**src/rtl/sc_dp_pkg.sv**
```systemverilog
package sc_dp_pkg;

   typedef enum logic [2:0] {
      ALU_ADD = 3'd0,
      ALU_SUB = 3'd1,
      ALU_AND = 3'd2,
      ALU_OR  = 3'd3,
      ALU_SLT = 3'd4
   } alu_fn_e;

   // instruction field positions decoded by the datapath and the controller
   localparam int INSN_W   = 32;
   localparam int OPC_HI   = 31;
   localparam int OPC_LO   = 26;
   localparam int RSA_HI   = 25;
   localparam int RSA_LO   = 21;
   localparam int RSB_HI   = 20;
   localparam int RSB_LO   = 16;
   localparam int RDS_HI   = 15;
   localparam int RDS_LO   = 11;
   localparam int FUN_HI   = 5;
   localparam int FUN_LO   = 0;
   localparam int IMM_W    = 16;

endpackage

```
**src/rtl/sc_alu.sv**
```systemverilog
module sc_alu
   import sc_dp_pkg::*;
#(
   parameter int W          = 32,
   parameter bit SLT_SIGNED = 1'b1
) (
   input  logic [W-1:0] a,
   input  logic [W-1:0] b,
   input  logic [2:0]   fn,
   output logic [W-1:0] y,
   output logic         zero
);

   logic lt;

   generate
      if (SLT_SIGNED) begin : g_slt_s
         assign lt = ($signed(a) < $signed(b));
      end else begin : g_slt_u
         assign lt = (a < b);
      end
   endgenerate

   always_comb begin
      case (alu_fn_e'(fn))
         ALU_ADD: y = a + b;
         ALU_SUB: y = a - b;
         ALU_AND: y = a & b;
         ALU_OR:  y = a | b;
         ALU_SLT: y = {{(W-1){1'b0}}, lt};
         default: y = '0;
      endcase
   end

   assign zero = (y == '0);


   always_comb begin
      if (fn == 3'(ALU_SUB)) begin
         sub_zero_chk: assert ((y == '0) == (a == b));
      end
   end

endmodule

```
**src/rtl/sc_regfile.sv**
```systemverilog
module sc_regfile #(
   parameter int W       = 32,
   parameter int N       = 32,
   parameter bit ZERO_R0 = 1'b1,
   localparam int AW     = $clog2(N)
) (
   input  logic          clk,
   input  logic          rst_n,
   input  logic          we,
   input  logic [AW-1:0] wa,
   input  logic [W-1:0]  wd,
   input  logic [AW-1:0] ra0,
   input  logic [AW-1:0] ra1,
   output logic [W-1:0]  rd0,
   output logic [W-1:0]  rd1
);

   if (N < 2 || (1 << AW) != N) begin : g_bad_n
      $error("sc_regfile: N must be a power of two of at least 2");
   end

   logic [W-1:0] q [N];

   for (genvar i = 0; i < N; i++) begin : g_reg
      if (i == 0 && ZERO_R0) begin : g_hard0
         assign q[i] = '0;
      end else begin : g_store
         logic [W-1:0] r;
         always_ff @(posedge clk) begin
            if (we && wa == AW'(i)) begin
               r <= wd;
            end
         end
         assign q[i] = r;
      end
   end

   assign rd0 = q[ra0];
   assign rd1 = q[ra1];


   rf_write_chk: assert property (@(posedge clk) disable iff (!rst_n)
      (we && wa != '0) |=> (q[$past(wa)] == $past(wd)));


   rf_zero_chk: assert property (@(posedge clk) disable iff (!rst_n)
      (ZERO_R0 && ra0 == '0) |-> (rd0 == '0));

endmodule

```
**src/rtl/sc_pc_unit.sv**
```systemverilog
module sc_pc_unit #(
   parameter int W = 32
) (
   input  logic         clk,
   input  logic         rst_n,
   input  logic         take,
   input  logic [W-1:0] offset,
   output logic [W-1:0] pc
);

   localparam logic [W-1:0] STEP = W'(4);

   logic [W-1:0] pc_inc;
   logic [W-1:0] target;
   logic [W-1:0] pc_nxt;

   assign pc_inc = pc + STEP;
   assign target = pc_inc + {offset[W-3:0], 2'b00};
   assign pc_nxt = take ? target : pc_inc;

   always_ff @(posedge clk or negedge rst_n) begin
      if (!rst_n) begin
         pc <= '0;
      end else begin
         pc <= pc_nxt;
      end
   end


   pc_step_chk: assert property (@(posedge clk) disable iff (!rst_n)
      !take |=> (pc == $past(pc) + STEP));


   pc_branch_chk: assert property (@(posedge clk) disable iff (!rst_n)
      take |=> (pc == $past(pc) + STEP + ($past(offset) << 2)));

endmodule

```
**src/rtl/sc_datapath.sv**
```systemverilog
module sc_datapath
   import sc_dp_pkg::*;
#(
   parameter int XLEN       = 32,
   parameter int NREG       = 32,
   parameter bit SLT_SIGNED = 1'b1,
   parameter bit ZERO_R0    = 1'b1
) (
   input  logic            clk,
   input  logic            rst_n,
   output logic [XLEN-1:0] imem_addr,
   input  logic [31:0]     imem_data,
   output logic [XLEN-1:0] dmem_addr,
   output logic [XLEN-1:0] dmem_wdata,
   input  logic [XLEN-1:0] dmem_rdata,
   output logic            dmem_we,
   output logic            dmem_re,
   input  logic            ctl_reg_we,
   input  logic            ctl_dst_rd,
   input  logic            ctl_imm_sel,
   input  logic            ctl_mem2reg,
   input  logic            ctl_mem_rd,
   input  logic            ctl_mem_wr,
   input  logic            ctl_branch,
   input  logic [2:0]      ctl_alu_fn,
   output logic [5:0]      opcode,
   output logic [5:0]      funct,
   output logic            alu_zero
);

   localparam int RAW  = $clog2(NREG);
   localparam int FLDW = RSA_HI - RSA_LO + 1;

   if (RAW != FLDW || (1 << RAW) != NREG) begin : g_bad_nreg
      $error("sc_datapath: NREG must match the 5-bit register fields");
   end
   if (XLEN < IMM_W + 2) begin : g_bad_xlen
      $error("sc_datapath: XLEN too narrow for the immediate");
   end

   logic [RAW-1:0]  ra_a, ra_b, ra_d, wr_sel;
   logic [IMM_W-1:0] imm;
   logic [XLEN-1:0] imm_x, rd_a, rd_b, op_b, alu_y, wb_data;
   logic            zero;

   assign ra_a = imem_data[RSA_HI:RSA_LO];
   assign ra_b = imem_data[RSB_HI:RSB_LO];
   assign ra_d = imem_data[RDS_HI:RDS_LO];
   assign imm  = imem_data[IMM_W-1:0];

   assign opcode = imem_data[OPC_HI:OPC_LO];
   assign funct  = imem_data[FUN_HI:FUN_LO];

   assign imm_x   = {{(XLEN-IMM_W){imm[IMM_W-1]}}, imm};
   assign wr_sel  = ctl_dst_rd  ? ra_d       : ra_b;
   assign op_b    = ctl_imm_sel ? imm_x      : rd_b;
   assign wb_data = ctl_mem2reg ? dmem_rdata : alu_y;

   sc_regfile #(
      .W       (XLEN),
      .N       (NREG),
      .ZERO_R0 (ZERO_R0)
   ) u_rf (
      .clk   (clk),
      .rst_n (rst_n),
      .we    (ctl_reg_we),
      .wa    (wr_sel),
      .wd    (wb_data),
      .ra0   (ra_a),
      .ra1   (ra_b),
      .rd0   (rd_a),
      .rd1   (rd_b)
   );

   sc_alu #(
      .W          (XLEN),
      .SLT_SIGNED (SLT_SIGNED)
   ) u_alu (
      .a    (rd_a),
      .b    (op_b),
      .fn   (ctl_alu_fn),
      .y    (alu_y),
      .zero (zero)
   );

   sc_pc_unit #(
      .W (XLEN)
   ) u_pc (
      .clk    (clk),
      .rst_n  (rst_n),
      .take   (ctl_branch & zero),
      .offset (imm_x),
      .pc     (imem_addr)
   );

   assign alu_zero   = zero;
   assign dmem_addr  = alu_y;
   assign dmem_wdata = rd_b;
   assign dmem_we    = ctl_mem_wr;
   assign dmem_re    = ctl_mem_rd;


   pc_reset_chk: assert property (@(posedge clk)
      !rst_n |-> (imem_addr == '0));

endmodule

```
**config.mk**
```make
export PLATFORM = sky130hd
export DESIGN_NAME = sc_datapath
export DESIGN_NICKNAME = d
export VERILOG_FILES = /design/src/rtl/sc_dp_pkg.sv /design/src/rtl/sc_alu.sv /design/src/rtl/sc_regfile.sv /design/src/rtl/sc_pc_unit.sv /design/src/rtl/sc_datapath.sv
export SDC_FILE = /design/constraint.sdc
export NUM_CORES = 2
export LEC_CHECK = 0
export CAP_MARGIN = 20
export CORE_MARGIN = 5
export CORE_UTILIZATION = 55
export DETAILED_ROUTE_END_ITERATION = 8
export DONT_BUFFER_PORTS = 1
export HOLD_SLACK_MARGIN = 0.03
export PLACE_DENSITY = 0.79
export SETUP_SLACK_MARGIN = 0.1
export SLEW_MARGIN = 20
export SYNTH_ARGS = -nofsm -noshare
export SYNTH_HDL_FRONTEND = slang
export SYNTH_SLANG_ARGS = --single-unit
```
**constraint.sdc**
```tcl
create_clock -name clk -period 10 [get_ports clk]
set_clock_uncertainty 0.1 [all_clocks]
set_input_delay 2 -clock clk [delete_from_list [all_inputs] [get_ports clk]]
set_output_delay 2 -clock clk [all_outputs]
set_load 0.02 [all_outputs]
```
==> impl_summary.txt <==
----------------------------------------------------
[Status]
  Result of the run ... finished with violations
  Failing checks ... setup timing

[Floorplan]
  Chip width ... 326.9 um
  Die outline height ... 326.9 um
  Area of the die ... 0.1069 mm2
  Number of placement rows ... 116
  Initial core utilization ... 0.5532
  Boundary pin count ... 187
  Core Area ... 0.09986 mm2

[Power]
  Switching share of power ... 0.2637
  Overall power consumption ... 10.75 mW
  Standby leakage power ... 20.50 nW
  Power dissipated by switching net loads ... 2.834 mW
  Combinational Power Share ... 0.175
  Share of total power in the clock network ... 0.365
  Power Dens Cells ... 177.6 mW/mm2
  Internal portion of total power ... 7.914 mW
  Sequential share of power ... 0.460
  Worst voltage drop across the vdd grid ... 0.1187 mV

[STA]
  Total negative slack for setup checks ... -130.4 ps
  Worst-margin pin slew ... 1470 ps
  Max Clk Rate ... 0.09871 GHz
  Max transition margin ... 0.02030
  RSZ-0062 raised after global routing ... false
  Period Utilization, post-route ... 1.013
  Hold Fails Final Rpt ... 0
  Final Worst Setup Slack ... -130.4 ps
  Total of endpoints with negative setup slack in the final report ... 1
  Slew Viols, Final ... 0
  Clock period minus final worst setup slack ... 10130 ps

[GRT]
  Pin count of the biggest net entering global routing ... 261
  Top Usage Layer GRT ... met2
  Number of global-route vias before repair ... 34.68k
  Met1 Track Usage GR ... 0.4216
  Initial antenna violation count ... 13
  Total routing usage reported by global routing ... 0.3151
  First-pass GRT wire length ... 243.8 mm
  Remaining global-route overflow ... 0
  Met3 routing resource usage after global routing ... 0.09107
  GR Layer Usage met2 ... 0.4883

[Flow run]
  Max Cap Violations ... 0

[Cells and area]
  Final layout net count ... 3510
  Relative area change from synthesis to final layout ... 9.579%
  Finished layout cell area ... 0.06053 mm2
  Non-filler instance count after layout ... 4685
  Share of final-layout standard cells stronger than drive strength 1 ... 0.3179

[Placed design]
  # port buffers ... 0
  Number of placed instances, taps included ... 4495
  Final RePlAce weighted congestion ... 1.016
  Standard cell area after detailed placement ... 0.05700 mm2
  Detailed placer's ending HPWL ... 99.79 mm

[Clock network]
  Cts bufs inserted ... 99
  CTS tree ... built
  Clock latency on the worst-skew pair ... 690 ps
  Register clock-pin slew on the reported worst setup and hold paths ... 60 ps
  CTS H-Tree Depth ... 3
  Clk buf depth ... 3
  Clock Tree Root ... clkbuf_16
  Hold bufs inserted after CTS ... 0
  Count of clock tree sinks ... 1022

[Drt]
  Via Count ... 34.85k
  DRC Markers ... 0
  DR pass1 iterations ... 6
  Average routed wire per standard cell ... 36.50 um
  Ratio of routed vias to standard cells ... 7.439
  Post-route ant nets ... 0
  DRT Wirelength ... 171.0 mm
  Starting DRT DRC Count ... 5985

[Synthesis]
  Most common flop cell mapped by yosys ... edfxtp_1
  Share of flip-flops with an asynchronous set or reset after synthesis ... 0.02935
  Netlist cell types ... 82
  Yosys Warn Count ... 0
  Mean cell area of the mapped netlist ... 16.61 um2
  Number of synthesized register bits ... 1022
  Number of flops mapped to enable cells by yosys ... 992
  Part of the Yosys area used for sequential elements ... 0.5528
  Post-synthesis cell count ... 3326
  Netlist Area Pre-Place ... 0.05524 mm2

[Critical path]
  Arrival time worst endpoint ... 8030 ps
  Setup Crit Path Kind ... in2out
  Maximum fanout along the worst path ... 257
  Setup crit start kind ... input port
  Capturing element type of the critical path ... primary output
  Required time reported for the critical path endpoint ... 7900 ps

[Hold path]
  Class of the tightest hold or removal check ... reg2reg

----------------------------------------------------
[flip-flops by register name, summed over array words and instances, names as in the netlist]
register / flops
u_pc.pc: 30
u_rf.g.g_store.r: 992
[layout make-up]
cell class	count	area (um2)
antenna	5	12.51
clock buffer	122	2646
clock inverter	61	743.2
fill	6976	39320
inverter	144	540.5
multi-input combinational	1915	23520
sequential	1022	30540
tap	1298	1624
timing repair buffer	118	910.9
[critical path, cell delays in order]
cell and delay, ps:
mux4_2 940, mux4_2 500, mux2_2 350, ha_1 260, a2111oi_1 760, a211oi_1 230, a21oi_1 320, o41ai_1 110
a311o_1 310, a211o_1 280, a2111o_1 450, nor4_4 360, buf_4 180, and2_2 190, buf_12 120
[cell usage in the layout, fill, tap and decap left out, types with 20 or more instances in the layout]
master,Yosys,layout
nor3_1,42,37
nand2_1,119,119
nand3_1,32,31
o21a_1,43,43
clkbuf_16,0,101
nor2_1,126,98
o21ai_0,54,49
mux2_2,143,143
a22o_1,64,64
xor2_1,22,22
edfxtp_1,992,992
mux2i_1,49,49
dfrtp_1,30,30
nor2_4,0,28
mux4_2,576,576
a21o_1,27,27
a21oi_1,107,106
buf_4,20,116
xnor2_1,43,43
nor2b_1,24,22
clkinv_1,1,21
o211ai_1,20,20
ha_1,131,127
inv_1,141,141
[what timing repair did]
action,4_1_cts,5_1_grt
setup endpoints to repair,0,1
buffers inserted,0,2
gates resized for setup,0,25
[cell usage after synthesis, types with 22 or more instances]
cell,count,area share
buf_1,52,0.0035
nand3_1,32,0.0029
dfrtp_1,30,0.014
a21oi_1,107,0.0097
a22o_1,64,0.010
nor3_1,42,0.0038
xor2_1,22,0.0035
nor2b_1,24,0.0027
edfxtp_1,992,0.54
o21ai_0,54,0.0049
mux2i_1,49,0.0089
o21a_1,43,0.0058
xnor2_1,43,0.0068
nor2_1,126,0.0086
nand2_1,119,0.0081
a21o_1,27,0.0037
mux2_2,143,0.029
ha_1,131,0.030
clkbuf_1,163,0.011
inv_1,141,0.0096
mux4_2,576,0.23
[power groups by stage]
| stage | combinational [mW] | clock, mW | sequential [mW] |
|---|---|---|---|
| 3_5_place_dp | 1.79 | 0 | 5.03 |
| 3_3_place_gp | 1.78 | 0 | 5.03 |
| 4_1_cts | 1.81 | 3.94 | 4.94 |
| 5_1_grt | 1.97 | 4.14 | 4.95 |
| 2_1_floorplan | 1.35 | 0 | 5.01 |
| 6_report | 1.88 | 3.92 | 4.94 |
[per-stage QoR]
step / setup WS, ps / hold WS, ps / util
finish: -130.4 / 641.2 / 0.6062
global route: 112.7 / 700.3 / 0.6061
CTS: 186.6 / 650.1 / 0.6048
detailed placement: 195.4 / 633.3 / 0.5708
global placement: 93.69 / 629.8 / 0.5707
floorplan: 187.3 / 598.4 / -
[kinds of logic after synthesis]
family / share of synthesized area
other: 0.00006789
xor gates and xnor gates: 0.01031
AOI/OAI and AO/OA: 0.06220
buffers and inverters: 0.02834
DFF: 0.5528
adders and majority gates: 0.03076
muxes: 0.2756
and+or+nand+nor: 0.03991
[worst paths after layout]
kind / cells past startpoint / slack, ps / endpoint / startpoint
max: 15 / -130 / alu_zero / imem_data[21]
min: 2 / 640 / u_pc.pc[31] / u_pc.pc[31]
max reg2reg: 22 / 3500 / u_pc.pc[2] / u_rf.g_reg[11].g_store.r[0]
min reg2reg: 2 / 640 / u_pc.pc[31] / u_pc.pc[31]
max in group asynchronous: 0 / 8800 / u_pc.pc[31] / rst_n
min in group asynchronous: 0 / 900 / u_pc.pc[15] / rst_n
[routing by layer]
metal / routed length, um / up-vias
met3: 25010 / 546
met5: 68 / -
met2: 78550 / 2839
met1: 58260 / 17750
li1: - / 13700
met4: 9121 / 10
No activity file was read; power rests on OpenSTA's default activity.
